--- config.mk ---
export PLATFORM = sky130hd
export DESIGN_NAME = pingpong_dma_chan
export DESIGN_NICKNAME = d
export VERILOG_FILES = /design/src/rtl/pp_dma_pkg.sv /design/src/rtl/pp_dma_dpath.sv /design/src/rtl/pp_dma_ctrl.sv /design/src/rtl/pingpong_dma_chan.sv
export SDC_FILE = /design/constraint.sdc
export NUM_CORES = 1
export LEC_CHECK = 0
export BUFFER_PORTS_ARGS = -buffer_cell sky130_fd_sc_hd__buf_4
export CORE_MARGIN = 2
export CORE_UTILIZATION = 50
export CTS_CLUSTER_DIAMETER = 120
export DETAILED_ROUTE_END_ITERATION = 10
export PLACE_DENSITY = 0.89
export SETUP_SLACK_MARGIN = 0.05
export SLEW_MARGIN = 10
export SYNTH_ARGS = -nofsm -noshare
export SYNTH_HDL_FRONTEND = slang
export SYNTH_SLANG_ARGS = --single-unit
--- constraint.sdc ---
create_clock -name clk -period 3.8 [get_ports clk]
set_input_delay 0.76 -clock clk [delete_from_list [all_inputs] [get_ports clk]]
set_output_delay 0.76 -clock clk [all_outputs]
set_load 0.03 [all_outputs]
--- src/rtl/pp_dma_pkg.sv ---
package pp_dma_pkg;
  typedef enum logic [1:0] {ST_IDLE, ST_MEM, ST_PER} chanState_t;

  typedef struct packed {
    logic sel;      // descriptor in use
    logic step;     // advance address, consume one word of length
    logic capture;  // load the beat data register
    logic finish;   // last beat of the active buffer done
  } dpStrobe_t;

  localparam logic [2:0] REG_CTRL = 3'd4;
  localparam logic [2:0] REG_CLR  = 3'd5;
endpackage

--- src/rtl/pp_dma_dpath.sv ---
module pp_dma_dpath
  import pp_dma_pkg::*;
#(
  parameter bit IS_TX  = 1'b1,
  parameter int ADDR_W = 16,
  parameter int LEN_W  = 16
) (
  input  logic              clk,
  input  logic              rstN,
  input  logic              cfgWrEn,
  input  logic [2:0]        cfgAddr,
  input  logic [31:0]       cfgWrData,
  input  dpStrobe_t         strobe,
  input  logic [31:0]       memRdata,
  input  logic [31:0]       perDataIn,
  output logic [ADDR_W-1:0] memAddr,
  output logic [31:0]       beatData,
  output logic [1:0]        descValid,
  output logic              actLast,
  output logic              actEmpty
);
  localparam logic [ADDR_W-1:0] ADDR_STEP = ADDR_W'(4);
  localparam logic [LEN_W-1:0]  LEN_STEP  = LEN_W'(4);

  logic [ADDR_W-1:0] curAddr [2];
  logic [LEN_W-1:0]  remain  [2];
  logic [LEN_W-1:0]  lenMasked;

  assign lenMasked = {cfgWrData[LEN_W-1:2], 2'b00};

  for (genvar i = 0; i < 2; i++) begin : g_desc
    logic wrStart, wrLen, mine;
    assign wrStart = cfgWrEn && (cfgAddr[2] == 1'b0) && (cfgAddr[1] == i[0]) && !cfgAddr[0];
    assign wrLen   = cfgWrEn && (cfgAddr[2] == 1'b0) && (cfgAddr[1] == i[0]) &&  cfgAddr[0];
    assign mine    = (strobe.sel == i[0]);

    always_ff @(posedge clk) begin
      if (!rstN) begin
        curAddr[i]   <= '0;
        remain[i]    <= '0;
        descValid[i] <= 1'b0;
      end else begin
        if (wrStart)                curAddr[i] <= {cfgWrData[ADDR_W-1:2], 2'b00};
        else if (strobe.step && mine) curAddr[i] <= curAddr[i] + ADDR_STEP;

        if (wrLen)                  remain[i] <= lenMasked;
        else if (strobe.step && mine) remain[i] <= remain[i] - LEN_STEP;

        if (wrLen)                    descValid[i] <= (lenMasked != '0);
        else if (strobe.finish && mine) descValid[i] <= 1'b0;
      end
    end
  end

  assign memAddr  = curAddr[strobe.sel];
  assign actLast  = (remain[strobe.sel] == LEN_STEP);
  assign actEmpty = (remain[strobe.sel] == '0);

  always_ff @(posedge clk) begin
    if (!rstN)               beatData <= '0;
    else if (strobe.capture) beatData <= IS_TX ? memRdata : perDataIn;
  end
endmodule

--- src/rtl/pp_dma_ctrl.sv ---
module pp_dma_ctrl
  import pp_dma_pkg::*;
#(
  parameter bit IS_TX = 1'b1
) (
  input  logic       clk,
  input  logic       rstN,
  input  logic       cfgWrEn,
  input  logic [2:0] cfgAddr,
  input  logic [1:0] cfgBits,
  input  logic [1:0] descValid,
  input  logic       actLast,
  input  logic       actEmpty,
  input  logic       memAck,
  input  logic       perValidIn,
  input  logic       perReadyIn,
  output dpStrobe_t  strobe,
  output logic       memReq,
  output logic       memWrite,
  output logic       perValidOut,
  output logic       perReadyOut,
  output logic       chanEn,
  output logic       activeIdx,
  output logic [1:0] doneFlags,
  output logic       irqPending,
  output logic       stallErr,
  output logic       irq
);
  chanState_t state, stateNext;
  logic irqEn, enNext, wrCtrl, wrClr, perHs, beatEnd;

  assign wrCtrl = cfgWrEn && (cfgAddr == REG_CTRL);
  assign wrClr  = cfgWrEn && (cfgAddr == REG_CLR);
  assign enNext = wrCtrl ? cfgBits[0] : chanEn;

  assign memReq      = (state == ST_MEM);
  assign memWrite    = !IS_TX;
  assign perValidOut = IS_TX && (state == ST_PER);
  assign perReadyOut = !IS_TX && (state == ST_PER);
  assign perHs       = (state == ST_PER) && (IS_TX ? perReadyIn : perValidIn);
  assign beatEnd     = IS_TX ? perHs : (memReq && memAck);

  always_comb begin
    strobe.sel     = activeIdx;
    strobe.step    = memReq && memAck;
    strobe.capture = IS_TX ? (memReq && memAck) : perHs;
    strobe.finish  = beatEnd && (IS_TX ? actEmpty : actLast);
  end

  always_comb begin
    stateNext = state;
    unique case (state)
      ST_IDLE: if (chanEn && descValid[activeIdx]) stateNext = IS_TX ? ST_MEM : ST_PER;
      ST_MEM:  if (memAck) stateNext = IS_TX ? ST_PER : ST_IDLE;
      ST_PER:  if (perHs)  stateNext = IS_TX ? ST_IDLE : ST_MEM;
      default: stateNext = ST_IDLE;
    endcase
  end

  always_ff @(posedge clk) begin
    if (!rstN) begin
      state      <= ST_IDLE;
      chanEn     <= 1'b0;
      irqEn      <= 1'b0;
      activeIdx  <= 1'b0;
      doneFlags  <= '0;
      irqPending <= 1'b0;
      stallErr   <= 1'b0;
    end else begin
      chanEn <= enNext;
      if (wrCtrl) irqEn <= cfgBits[1];
      state <= enNext ? stateNext : ST_IDLE;

      if (!enNext)            activeIdx <= 1'b0;
      else if (strobe.finish) activeIdx <= ~activeIdx;

      for (int i = 0; i < 2; i++) begin
        if (strobe.finish && (activeIdx == i[0]))
          doneFlags[i] <= 1'b1;
        else if (cfgWrEn && !cfgAddr[2] && (cfgAddr[1] == i[0]) && cfgAddr[0])
          doneFlags[i] <= 1'b0;
      end

      if (strobe.finish)              irqPending <= 1'b1;
      else if (wrClr && cfgBits[0])   irqPending <= 1'b0;

      if (strobe.finish && !descValid[~activeIdx]) stallErr <= 1'b1;
      else if (wrClr && cfgBits[1])                stallErr <= 1'b0;
    end
  end

  assign irq = irqPending && irqEn;
endmodule

--- src/rtl/pingpong_dma_chan.sv ---
module pingpong_dma_chan
  import pp_dma_pkg::*;
#(
  parameter bit IS_TX  = 1'b1,
  parameter int ADDR_W = 16,
  parameter int LEN_W  = 16
) (
  input  logic              clk,
  input  logic              rstN,
  input  logic              cfgWrEn,
  input  logic [2:0]        cfgAddr,
  input  logic [31:0]       cfgWrData,
  output logic              memReq,
  output logic              memWrite,
  output logic [ADDR_W-1:0] memAddr,
  output logic [31:0]       memWdata,
  input  logic [31:0]       memRdata,
  input  logic              memAck,
  output logic              perValidOut,
  output logic [31:0]       perDataOut,
  input  logic              perReadyIn,
  input  logic              perValidIn,
  input  logic [31:0]       perDataIn,
  output logic              perReadyOut,
  output logic              activeIdx,
  output logic [1:0]        descValid,
  output logic [1:0]        doneFlags,
  output logic              irqPending,
  output logic              stallErr,
  output logic              irq
);
  dpStrobe_t   strobe;
  logic        chanEn, actLast, actEmpty;
  logic [31:0] beatData;

  pp_dma_ctrl #(.IS_TX(IS_TX)) ctrl_i (
    .clk(clk), .rstN(rstN), .cfgWrEn(cfgWrEn), .cfgAddr(cfgAddr),
    .cfgBits(cfgWrData[1:0]), .descValid(descValid), .actLast(actLast),
    .actEmpty(actEmpty), .memAck(memAck), .perValidIn(perValidIn),
    .perReadyIn(perReadyIn), .strobe(strobe), .memReq(memReq),
    .memWrite(memWrite), .perValidOut(perValidOut), .perReadyOut(perReadyOut),
    .chanEn(chanEn), .activeIdx(activeIdx), .doneFlags(doneFlags),
    .irqPending(irqPending), .stallErr(stallErr), .irq(irq)
  );

  pp_dma_dpath #(.IS_TX(IS_TX), .ADDR_W(ADDR_W), .LEN_W(LEN_W)) dpath_i (
    .clk(clk), .rstN(rstN), .cfgWrEn(cfgWrEn), .cfgAddr(cfgAddr),
    .cfgWrData(cfgWrData), .strobe(strobe), .memRdata(memRdata),
    .perDataIn(perDataIn), .memAddr(memAddr), .beatData(beatData),
    .descValid(descValid), .actLast(actLast), .actEmpty(actEmpty)
  );

  assign memWdata   = beatData;
  assign perDataOut = beatData;
endmodule

=== Yosys cells after proc, flatten, opt, wreduce, memory -nomap -nowiden ===
Memory sizes are Yosys's and may differ from the RTL's. A register that Yosys moved wholly into a read port is not among the register bits.
Cells that the tools add are included.

* Flip-flop bits (word level): 43
* Bits in writable memories: 64
* Output and inout bits: 92
* Word-level logic and storage cells: 137
* Memories: 2

* $add $sub $neg: 4
* Order comparisons: 2
* Eq/ne operators: 7
* Multiplexer cells: 60
* Bitwise operators: 11
* Reductions and logical operators: 40

{| class="wikitable"
|+ Memory list
! name !! depth !! width !! rd ports !! clocked after memory_dff !! write ports !! line !! source
|-
| dpath_i.curAddr || 2 || 16 || 3 || 1 || 2 || pp_dma_dpath.sv:25 || <nowiki>logic [ADDR_W-1:0] curAddr [2];</nowiki>
|-
| dpath_i.remain || 2 || 16 || 3 || 1 || 2 || pp_dma_dpath.sv:26 || <nowiki>logic [LEN_W-1:0] remain [2];</nowiki>
|}

{| class="wikitable"
|+ Operators by type and width
! kind !! number
|-
| two-way mux 16 bit || 8
|-
| two-way mux 1 bit || 48
|-
| adder 16 x 3 -> 16 bit (second input constant) || 2
|-
| subtractor 16 x 3 -> 16 bit (second input constant) || 2
|-
| logical AND 1 bit || 26
|-
| logical NOT 16 bit || 1
|-
| nonzero test 16 bit || 1
|-
| nonzero test 2 bit || 6
|-
| bitwise OR 1 bit || 8
|-
| equality test 3 bit (second input constant) || 2
|-
| two-way mux 2 bit || 3
|-
| one-hot mux 2 bit (3 select lines) || 1
|-
| < comparator 1 x 2 -> 1 bit (second input constant) || 2
|-
| inequality test 2 x 1 -> 1 bit (second input constant) || 2
|-
| logical NOT 1 bit || 3
|-
| inverter 1 bit || 3
|-
| AND reduction 3 bit || 1
|-
| equality test 2 x 1 -> 1 bit (second input constant) || 1
|-
| equality test 2 bit (second input constant) || 1
|-
| logical NOT 2 bit || 1
|-
| inequality test 2 bit (second input constant) || 1
|-
| AND reduction 2 bit || 1
|}

=== Longest topological paths before layout ===
Gate-level depths: netlist of the first run.

* Depth after elaboration: 9
* Gate-level depth with buffers: 9
* Gate-level depth less buffers: 9

=== Modules after synthesis ===
A second synthesis of the first run with hierarchy kept.

* Cells, all modules: 549
* Area, all modules: 5,597.9 µm²

{| class="wikitable"
|+ Modules (own cells, without submodules)
! module !! times used !! cells each !! area an instance (µm²) !! seq. area each (µm²)
|-
| pp_dma_dpath || 1 || 464 || 4,884.7 || 2,362.3
|-
| pp_dma_ctrl || 1 || 53 || 473.0 || 180.2
|-
| pingpong_dma_chan || 1 || 32 || 240.2 || 0.0
|}

=== Worst setup path before layout of the first run ===
No wires, ideal clock.

* Path kind: register to register
* Start point: register ctrl_i.state[0]
* End point: memory dpath_i.curAddr[0][10] (enable)
* Library setup time: 0.404 ns
* Data arrival time: 2.432 ns
* Required time: 3.396 ns
* Setup slack: 0.964 ns
* Cell stages (with the launch flop): 5
* Period minus slack after synthesis: 2.836 ns
* Path through: dfxtp_1 -> nor2b_1 -> nand2_1 -> clkbuf_1 -> o21ai_0

{| class="wikitable"
|+ RTL lines
! element !! line !! source
|-
| start, declared || pp_dma_ctrl.sv:29 || <nowiki>chanState_t state, stateNext;</nowiki>
|-
| start signal, assigned || pp_dma_ctrl.sv:72 || <nowiki>state <= enNext ? stateNext : ST_IDLE;</nowiki>
|-
| end, declared || pp_dma_dpath.sv:25 ||
|}

==> impl_metrics.csv, run 1 <==
group,metric,value,unit
power,leakage,2.49,nW
critical_path,crit_chain,"or4_1, or4_4, nor4_4, a41oi_2, inv_1, ha_1, inv_1, a32o_1",
timing,final-max-slew-violation-count,0,
routing,drt_pre_antenna_iters,5,
timing,timing.slew.headroom,43.1,%
floorplan,initial_utilization,51.0,%
global_route,grt_first_pass_wirelength,23200,µm
placement,dp_cells,824,
worst_hold_path,hold-path-cell-count,1,
clock_tree,cts-root-to-sink-buffers,2,
routing,drt.antenna.violating_nets,0,
critical_path,cp.buffers_inverters,2,
synthesis,synth.yosys.seq_area_share,46.6,%
layout,design.final.nets,806,
synthesis,yosys.cell_types.count,43,
routing,wire_per_inst,17.4,µm
clock_tree,cts-buffers-inserted,9,
critical_path,worst_ep_required_time,4.07,ns
layout,final_design_area_no_fill,6630,µm²
critical_path,end_kind,"flip-flop",
power,ir_drop,0.000167,V
synthesis,synth_enable_flop_cells,56,
placement,post_dp_cell_area,6430,µm²
timing,finalHoldViolations,0,
global_route,first_global_vias,4649,
floorplan,floorplan.die.width,109,µm
placement,routabilityCongestion,0.872,
synthesis,synthesis.yosys.warnings,0,
synthesis,mappedNetlistArea,5500,µm²
critical_path,slowest_stage,"sky130_fd_sc_hd__or4_1",
critical_path,worstSetupPathType,"flip-flop to flip-flop",
routing,vias,4717,
synthesis,post_synth.cell_area_avg,9.28,µm²
timing,achievable-frequency,0.377,GHz
timing,rsz0062_at_grt,"no",
routing,drc_errors,0,
critical_path,timing.reg2reg.worst_path_depth,8,
floorplan,rows,38,
critical_path,crit_arrival,2.93,ns
synthesis,synth_seq_cells,100,
clock_tree,clock_sink_count,100,
placement,io_buffer_count,143,
global_route,number_of_antenna_violations_at_the_first_check_in_global_routing,0,
worst_hold_path,min-delay-path-class,"flip-flop to flip-flop",
clock_tree,post_cts.repair.setup_buffers,0,
floorplan,design.portCount,197,
clock_tree,clockRootBuffer,"sky130_fd_sc_hd__clkbuf_8",
timing,worst_slew_pin_slew,0.851,ns
critical_path,worst_setup_sp_type,"flip-flop",
floorplan,die_h,109,µm
timing,total_negative_setup_slack,0,ns
floorplan,fp.dieArea,11900,µm²
synthesis,commonest_register_cell_after_synthesis,"sky130_fd_sc_hd__edfxtp_1",
run,drv_cap,0,
timing,setup_viol,0,
synthesis,postSynth.asyncResetShare,0,%
timing,layout_min_cycle_time,2.66,ns
clock_tree,worst_setup_hold_path_clk_slew,0.11,ns
routing,wl,14600,µm
synthesis,syn-instance-count,593,
clock_tree,tritoncts,"done",
outcome,status,"finished, final reports clean",
global_route,grt.overflow.total,0,
critical_path,cpMostUsedCell,"sky130_fd_sc_hd__inv_1",
routing,drt-vias-per-instance,5.62,
clock_tree,post_cts_repair_resize_count,0,
layout,drive_gt1_share,26.3,%
clock_tree,ctsHtreeMaxLevel,3,
global_route,pin_count_of_the_biggest_net_entering_global_routing,63,
critical_path,critical-path-max-stage-delay,0.57,ns
placement,dp_hpwl,10600,µm
critical_path,critical-path-top-delay-family,"simple AND/OR/NAND/NOR gates",
floorplan,design.core.area,10800,µm²
clock_tree,post_cts_hold_buffer_count,0,
layout,fin_cells,840,
timing,final.hold.worst_slack,0.474,ns
critical_path,path_depth,8,
critical_path,timing.reg2reg.setup_slack,1.14,ns
timing,fin_skew,0.0187,ns
timing,period_share,69.9,%
power,power_density,324,nW/µm²
clock_tree,worstSkewPairLatency,0.37,ns
global_route,groute.usage.overall,25.2,%
layout,area_delta_synth_final,20.4,%
routing,drt_first_iter_violations,462,
layout,antenna_cells,0,
critical_path,critPathMaxFanout,4,
==> final timing paths <==
path,start,end
hold reg to reg,ctrl_i.state[1],ctrl_i.state[0]
setup / recovery,dpath_i.remain[0][2],dpath_i.descValid[0]
setup reg to reg,dpath_i.remain[0][2],dpath_i.descValid[0]
hold / removal,ctrl_i.state[1],ctrl_i.state[0]
==> cells in the mapped netlist, drive strengths merged, types with 2 or more instances <==
library cell  instances  area, µm²
a21boi               34        255
a21oi                 7       35.0
a22oi                 8       60.1
a32o                  2       20.0
and3                  4       25.0
and3b                 2       17.5
buf                  38        289
clkbuf               22       82.6
dfxtp                44        881
edfxtp               56       1680
ha                    6       75.1
inv                  10       37.5
mux2                 17        195
mux2i                 3       30.0
nand2               128        480
nand2b                4       25.0
nand3                14       70.1
nand3b                3       22.5
nand4                11       68.8
nor2                 28        105
nor2b                20        125
nor3                 13       65.1
nor3b                 2       15.0
nor4                  9       71.3
o21ai                46        230
or3                   2       12.5
or4                   3       27.5
xnor2                29        254
xor2                 19        166
==> stage by stage <==
step           total power, W  setup WS, ns  util, %
4_1_cts               0.00215          1.12     61.4
2_1_floorplan         0.00136         0.964        -
6_report              0.00214          1.14     61.4
3_3_place_gp          0.00146          1.23     59.6
3_5_place_dp          0.00147          1.16     59.6
5_1_grt               0.00222         0.996     61.4
==> state kept, by name, summed over array words and instances (netlist names), named ones only <==
signal             flops
ctrl_i.stallErr        1
ctrl_i.doneFlags       2
dpath_i.beatData      32
dpath_i.curAddr       28
dpath_i.descValid      2
ctrl_i.state           2
dpath_i.remain        28
ctrl_i.chanEn          1
ctrl_i.irqPending      1
ctrl_i.activeIdx       1
ctrl_i.irqEn           1
==> report_power, final <==
group / total, W / internal, W / switching [W] / leakage [nW]
registers: 0.00122 / 0.00118 / 0.0000433 / 0.912
logic: 0.000223 / 0.000101 / 0.000122 / 1.47
clock network: 0.000698 / 0.000292 / 0.000406 / 0.102
==> logic make-up after synthesis <==
logic type	synth area share [%]
AOI/OAI and AO/OA	11.7
xor gates and xnor gates	7.64
adders and majority gates	1.36
buffers and inverters	7.43
DFF	46.6
muxes	4.09
other	0.0681
and+or+nand+nor	21.2
==> per-layer routing <==
layer | global-route usage (%) | vias to the layer above | wire, µm
li1 | - | 2219 | -
met1 | 31.4 | 2213 | 5530
met2 | 42.7 | 255 | 7020
met3 | 5.50 | 30 | 1650
met4 | 9.89 | 0 | 382
met5 | 0 | - | 0
==> layout make-up <==
class / count / area [µm²]
timing repair buffer: 148 / 1110
multi-input combinational: 426 / 2540
fill: 861 / 4160
tap: 140 / 175
clock buffer: 11 / 153
sequential: 100 / 2560
clock inverter: 5 / 46.3
inverter: 10 / 37.5
==> layout by cell type, fill, tap and decap left out, types with 7 or more instances in the layout <==
cell                       synthesis  layout
sky130_fd_sc_hd__nor2b_1          20      20
sky130_fd_sc_hd__nor3_1           13      13
sky130_fd_sc_hd__inv_1            10      10
sky130_fd_sc_hd__clkbuf_8          0       9
sky130_fd_sc_hd__dfxtp_1          44      44
sky130_fd_sc_hd__a21boi_0         34      34
sky130_fd_sc_hd__nor2_1           28      28
sky130_fd_sc_hd__buf_4            37     148
sky130_fd_sc_hd__edfxtp_1         56      56
sky130_fd_sc_hd__xnor2_1          29      29
sky130_fd_sc_hd__nor4_1            8       8
sky130_fd_sc_hd__nand4_1          11      11
sky130_fd_sc_hd__nand3_1          14      14
sky130_fd_sc_hd__o21ai_0          46      46
sky130_fd_sc_hd__a21oi_1           7       7
sky130_fd_sc_hd__a22oi_1           8       8
sky130_fd_sc_hd__nand2_1         128     128
sky130_fd_sc_hd__xor2_1           19      19
sky130_fd_sc_hd__mux2_2           16      16
No activity file was read; power rests on OpenSTA's default activity.
==> inputs of run 2 (changes only) <==
--- a/config.mk
+++ b/config.mk
@@ -7,10 +7,10 @@
 export LEC_CHECK = 0
 export BUFFER_PORTS_ARGS = -buffer_cell sky130_fd_sc_hd__buf_4
 export CORE_MARGIN = 2
-export CORE_UTILIZATION = 50
+export CORE_UTILIZATION = 46
 export CTS_CLUSTER_DIAMETER = 120
 export DETAILED_ROUTE_END_ITERATION = 10
-export PLACE_DENSITY = 0.89
+export PLACE_DENSITY = 0.87
 export SETUP_SLACK_MARGIN = 0.05
 export SLEW_MARGIN = 10
 export SYNTH_ARGS = -nofsm -noshare
==> constraint.sdc (replaced) <==
create_clock -name clk -period 2.19 [get_ports clk]
set_input_delay 0.438 -clock clk [delete_from_list [all_inputs] [get_ports clk]]
set_output_delay 0.438 -clock clk [all_outputs]
set_load 0.03 [all_outputs]
==> run 2 against run 1 <==
  * Hold slack worse by 0.13 ns
  * Clock power is 120% higher
  * Non-clock buffer count is 28 higher
  * Global-route usage is 1.5 points lower
  * The run now ends with setup timing left
  * Final cell count is 3.7% higher
  * Sequential cell count stayed put
  * Clock skew is 0.0099 ns lower
  * Largest cell class is now multi-input combinational cells
==> impl_metrics.csv, run 2 (synthesis gave the netlist of run 1 again) <==
group,metric,value,unit
outcome,status,"complete, but fails checks",
outcome,violations,"setup timing",
timing,layout_min_cycle_time,2.41,ns
placement,dp_hpwl,11400,µm
power,power_density,587,nW/µm²
routing,drt-vias-per-instance,5.59,
floorplan,initial_utilization,47.6,%
clock_tree,tritoncts,"done",
placement,io_buffer_count,143,
clock_tree,ctsHtreeMaxLevel,3,
timing,setup_viol,10,
critical_path,critical_path.startpoint,"dpath_i.remain[0][3]",
timing,timing.slew.headroom,44.3,%
layout,largest-register,"dpath_i.beatData",
timing,final.hold.worst_slack,0.341,ns
floorplan,design.portCount,197,
critical_path,end_kind,"flip-flop",
layout,registers_with_the_most_flip_flops,"dpath_i.beatData x32, dpath_i.curAddr x28, dpath_i.remain x28",
clock_tree,cts-buffers-inserted,9,
floorplan,rows,39,
clock_tree,worst_setup_hold_path_clk_slew,0.07,ns
routing,wire_per_inst,17.6,µm
global_route,groute.usage.overall,23.8,%
worst_hold_path,hold_start,"memRdata[23]",
global_route,number_of_antenna_violations_at_the_first_check_in_global_routing,0,
timing,rsz0062_at_grt,"yes",
global_route,grt.overflow.total,0,
timing,final-max-slew-violation-count,0,
global_route,pin_count_of_the_biggest_net_entering_global_routing,34,
critical_path,worstSetupPathType,"flip-flop to flip-flop",
clock_tree,cts-root-to-sink-buffers,2,
layout,area_delta_synth_final,26.7,%
timing,worst_slew_pin_slew,0.836,ns
layout,drive_gt1_share,30.5,%
timing,period_share,110,%
timing,total_negative_setup_slack,-1.24,ns
critical_path,slowest_stage,"sky130_fd_sc_hd__or4_4",
power,ir_drop,0.000407,V
routing,drt_first_iter_violations,490,
routing,drc_errors,0,
critical_path,crit_chain,"or4_4, or4_4, nor4_4, a41oi_2, inv_2, ha_2, inv_1, a32o_1",
worst_hold_path,min-delay-path-class,"input port to flip-flop",
timing,finalHoldViolations,0,
run,drv_cap,0,
routing,drt_pre_antenna_iters,6,
layout,largest_register_ffs,32,
layout,layout.cells.most_common_list,"175 x sky130_fd_sc_hd__buf_4, 128 x sky130_fd_sc_hd__nand2_1, 56 x sky130_fd_sc_hd__edfxtp_1",
layout,layout.cells.most_common,"sky130_fd_sc_hd__buf_4",
routing,drt.antenna.violating_nets,0,
critical_path,crit-reg2reg-launch,"dpath_i.remain[0][3]",
critical_path,critPathMaxFanout,2,
placement,routabilityCongestion,0.893,
timing,setup_ws,-0.216,ns
global_route,grt_first_pass_wirelength,24000,µm
clock_tree,worstSkewPairLatency,0.35,ns
timing,achievable-frequency,0.416,GHz
critical_path,worst_ep_required_time,2.43,ns
critical_path,cpMostUsedCell,"sky130_fd_sc_hd__or4_4",
floorplan,design.core.area,11600,µm²
critical_path,crit_arrival,2.65,ns
clock_tree,clock_sink_count,100,
floorplan,die_h,113,µm
global_route,first_global_vias,4680,
layout,design.final.nets,834,
power,leakage,2.67,nW
layout,antenna_cells,0,
layout,post-route-util,60.3,%
clock_tree,post_cts_hold_buffer_count,0,
routing,wl,15300,µm
floorplan,floorplan.die.width,113,µm
timing,fin_skew,0.00883,ns
clock_tree,clockRootBuffer,"sky130_fd_sc_hd__clkbuf_16",
floorplan,fp.dieArea,12900,µm²
routing,vias,4865,
critical_path,critical-path-max-stage-delay,0.54,ns
critical_path,worst_setup_sp_type,"flip-flop",
==> run 2: worst paths after layout <==
path	cells past startpoint	endpoint	slack (ns)
setup / recovery	8	dpath_i.descValid[0]	-0.22
hold / removal	3	dpath_i.beatData[23]	0.34
setup reg to reg	8	dpath_i.descValid[0]	-0.22
hold reg to reg	2	ctrl_i.stallErr	0.48
==> run 2: layout make-up <==
class	count	area, µm²
fillers	902	4590
multi-input cells	426	2580
flip-flops and latches	100	2560
inverters	10	37.5
well taps	143	179
clock inverters	1	5.00
repair buffers	176	1330
clock buffers	15	280
==> run 2: per-stage QoR <==
stage | area (µm²) | total power (W) | setup slack [ns] | instances
floorplan | 5530 | 0.00236 | -0.189 | 596
global placement | 6610 | 0.00254 | -0.187 | 849
detailed placement | 6610 | 0.00256 | -0.247 | 849
CTS | 6930 | 0.00409 | -0.205 | 867
global route | 6970 | 0.00421 | -0.332 | 871
finish | 6970 | 0.00409 | -0.216 | 871
==> run 2: per-layer routing <==
layer | vias up | GRT usage, % | share of wire, %
met5 | - | 0 | 0
met4 | 0 | 8.21 | 2.0
met3 | 33 | 5.31 | 10
met2 | 285 | 40.8 | 50
met1 | 2269 | 29.8 | 38
li1 | 2278 | - | -
==> run 2: report_power, final <==
part,switching [W],internal (W),leakage (nW)
sequential,0.0000735,0.00205,0.912
clock,0.000680,0.000876,0.142
combinational,0.000219,0.000197,1.61
total,0.000973,0.00312,2.67
==> run 2: repair_timing <==
action	in CTS	in global routing
gates resized for setup	7	9
pin swaps	0	2
cloned	0	0
endpoints found under the setup margin	11	13
buffers inserted	2	4
==> run 2: critical path, delay by kind of cell, from the launching register on <==
| kind | cells | cell delay [ns] |
|---|---|---|
| flops | 1 | 0.41 |
| simple gates | 3 | 1.19 |
| compound gates | 2 | 0.37 |
| fa+ha+maj | 1 | 0.17 |
| buf+inv | 2 | 0.15 |
==> inputs of run 3 (changes only) <==
==> constraint.sdc (replaced) <==
create_clock -name clk -period 2.1 [get_ports clk]
set_input_delay 0.42 -clock clk [delete_from_list [all_inputs] [get_ports clk]]
set_output_delay 0.42 -clock clk [all_outputs]
set_load 0.03 [all_outputs]
==> run 3 against run 2 <==
  * The run still ends with setup timing left
  * Global-route usage increased by 0.29 points
  * Design area increased by 0.63%
  * Setup slack got worse by 0.089 ns
  * Via count increased by 0.84%
  * Count of clock-buffer cells in the layout unchanged
  * Combinational power increased by 6.2%
  * Critical path type unchanged
  * Highest routed layer unchanged
==> impl_metrics.csv, run 3 (synthesis gave the netlist of run 1 again) <==
group,metric,value,unit
outcome,status,"complete, but fails checks",
outcome,violations,"setup timing",
layout,antenna_cells,0,
placement,dp_hpwl,11100,µm
floorplan,design.portCount,197,
critical_path,timing.reg2reg.worst_path_depth,8,
routing,vias,4906,
routing,drc_errors,0,
floorplan,die_h,113,µm
layout,largest-register,"dpath_i.beatData",
global_route,first_global_vias,4821,
placement,routabilityCongestion,0.881,
critical_path,crit_chain,"or4_4, or4_4, nor4_4, a41oi_2, inv_2, ha_1, inv_1, a32o_1",
worst_hold_path,hold-path-cell-count,3,
run,drv_cap,0,
timing,setup_ws,-0.304,ns
floorplan,fp.dieArea,12900,µm²
layout,post-route-util,60.7,%
worst_hold_path,worst_hold_path.endpoint,"dpath_i.beatData[10]",
floorplan,rows,39,
clock_tree,clockRootBuffer,"sky130_fd_sc_hd__clkbuf_16",
clock_tree,ctsHtreeMaxLevel,3,
critical_path,cp.buffers_inverters,2,
power,power_density,610,nW/µm²
clock_tree,cts-root-to-sink-buffers,2,
timing,total_negative_setup_slack,-1.80,ns
floorplan,floorplan.die.width,113,µm
critical_path,slowest_stage,"sky130_fd_sc_hd__or4_4",
critical_path,worst_ep_required_time,2.34,ns
timing,rsz0062_at_grt,"yes",
worst_hold_path,min-delay-path-class,"input port to flip-flop",
clock_tree,worst_setup_hold_path_clk_slew,0.07,ns
timing,final-max-slew-violation-count,0,
critical_path,end_kind,"flip-flop",
critical_path,critPathMaxFanout,2,
layout,area_delta_synth_final,27.5,%
critical_path,crit_arrival,2.64,ns
clock_tree,worstSkewPairLatency,0.35,ns
critical_path,critical-path-max-stage-delay,0.54,ns
critical_path,timing.rr.end,"dpath_i.descValid[0]",
critical_path,cpMostUsedCell,"sky130_fd_sc_hd__or4_4",
routing,drt_first_iter_violations,600,
layout,design.final.nets,837,
layout,registers_with_the_most_flip_flops,"dpath_i.beatData x32, dpath_i.curAddr x28, dpath_i.remain x28",
timing,timing.slew.headroom,48.9,%
clock_tree,tritoncts,"done",
power,leakage,2.69,nW
timing,layout_min_cycle_time,2.40,ns
global_route,pin_count_of_the_biggest_net_entering_global_routing,34,
critical_path,worst_setup_sp_type,"flip-flop",
critical_path,crit-reg2reg-launch,"dpath_i.remain[0][2]",
timing,worst_slew_pin_slew,0.766,ns
clock_tree,cts-buffers-inserted,9,
layout,layout.cells.most_common_list,"177 x sky130_fd_sc_hd__buf_4, 128 x sky130_fd_sc_hd__nand2_1, 56 x sky130_fd_sc_hd__edfxtp_1",
power,power,0.00428,W
power,ir_drop,0.000406,V
timing,achievable-frequency,0.416,GHz
timing,fin_skew,0.00809,ns
critical_path,worstSetupPathType,"flip-flop to flip-flop",
layout,layout.cells.most_common,"sky130_fd_sc_hd__buf_4",
timing,period_share,114,%
global_route,grt.overflow.total,0,
global_route,grt_first_pass_wirelength,24200,µm
critical_path,critical-path-top-delay-family,"simple AND/OR/NAND/NOR gates",
critical_path,path_depth,8,
floorplan,design.core.area,11600,µm²
timing,finalHoldViolations,0,
clock_tree,clock_sink_count,100,
layout,drive_gt1_share,30.8,%
timing,setup_viol,12,
floorplan,initial_utilization,47.6,%
global_route,groute.usage.overall,24.1,%
routing,drt-vias-per-instance,5.61,
routing,drt.antenna.violating_nets,0,
worst_hold_path,hold_start,"memRdata[10]",
layout,largest_register_ffs,32,
placement,io_buffer_count,143,
routing,wire_per_inst,17.4,µm
routing,drt_pre_antenna_iters,7,
global_route,number_of_antenna_violations_at_the_first_check_in_global_routing,0,
routing,wl,15200,µm
critical_path,timing.reg2reg.setup_slack,-0.30,ns
==> run 3: tightest hold or removal path: stages <==
cell                       delay (ns)
sky130_fd_sc_hd__buf_4           0.11
sky130_fd_sc_hd__nand2_1         0.04
sky130_fd_sc_hd__a21boi_0        0.06
==> run 3: worst max path at each step <==
stage / endpoint / slack [ns] / start
finish: dpath_i.descValid[0] / -0.30 / dpath_i.remain[0][2]
global placement: dpath_i.descValid[0] / -0.27 / dpath_i.remain[0][2]
floorplan: dpath_i.descValid[0] / -0.28 / dpath_i.remain[0][2]
CTS: dpath_i.descValid[0] / -0.30 / dpath_i.remain[0][2]
detailed placement: dpath_i.descValid[0] / -0.34 / dpath_i.remain[0][2]
global route: dpath_i.descValid[0] / -0.40 / dpath_i.remain[0][2]
==> run 3: final cells by class <==
class                   instances  area, µm²
multi-input cells             426       2600
repair buffers                179       1350
clock buffers                  15        279
clock inverters                 1       5.00
well taps                     143        179
inverters                      10       37.5
flip-flops and latches        100       2560
fillers                       921       4550
==> run 3: power breakdown <==
group	internal [W]	switching [W]	total, W
registers	0.00214	0.0000742	0.00221
logic	0.000210	0.000233	0.000443
clock network	0.000910	0.000716	0.00163
==> run 3: per-stage QoR <==
| step | setup WS [ns] | instance area (µm²) | hold WS [ns] | cells |
|---|---|---|---|---|
| floorplan | -0.279 | 5530 | 0.446 | 596 |
| global placement | -0.269 | 6640 | 0.461 | 853 |
| detailed placement | -0.339 | 6640 | 0.472 | 853 |
| CTS | -0.300 | 6960 | 0.318 | 872 |
| global route | -0.395 | 7020 | 0.321 | 874 |
| finish | -0.304 | 7020 | 0.324 | 874 |
==> run 3: layer usage <==
layer,vias to the layer above,share of wire [%],global-route usage (%)
met5,-,0,0
met4,0,2.6,7.97
met3,38,10,6.85
met2,291,49,40.7
met1,2299,38,29.8
li1,2278,-,-
==> run 3: repair_timing <==
item / CTS / global route
gates cloned: 0 / 0
hold endpoints to repair: 0 / 0
buffers inserted: 3 / 2
pin swaps: 2 / 1
gates resized for setup: 8 / 10
hold buffers: 0 / 0
setup endpoints to repair: 10 / 14
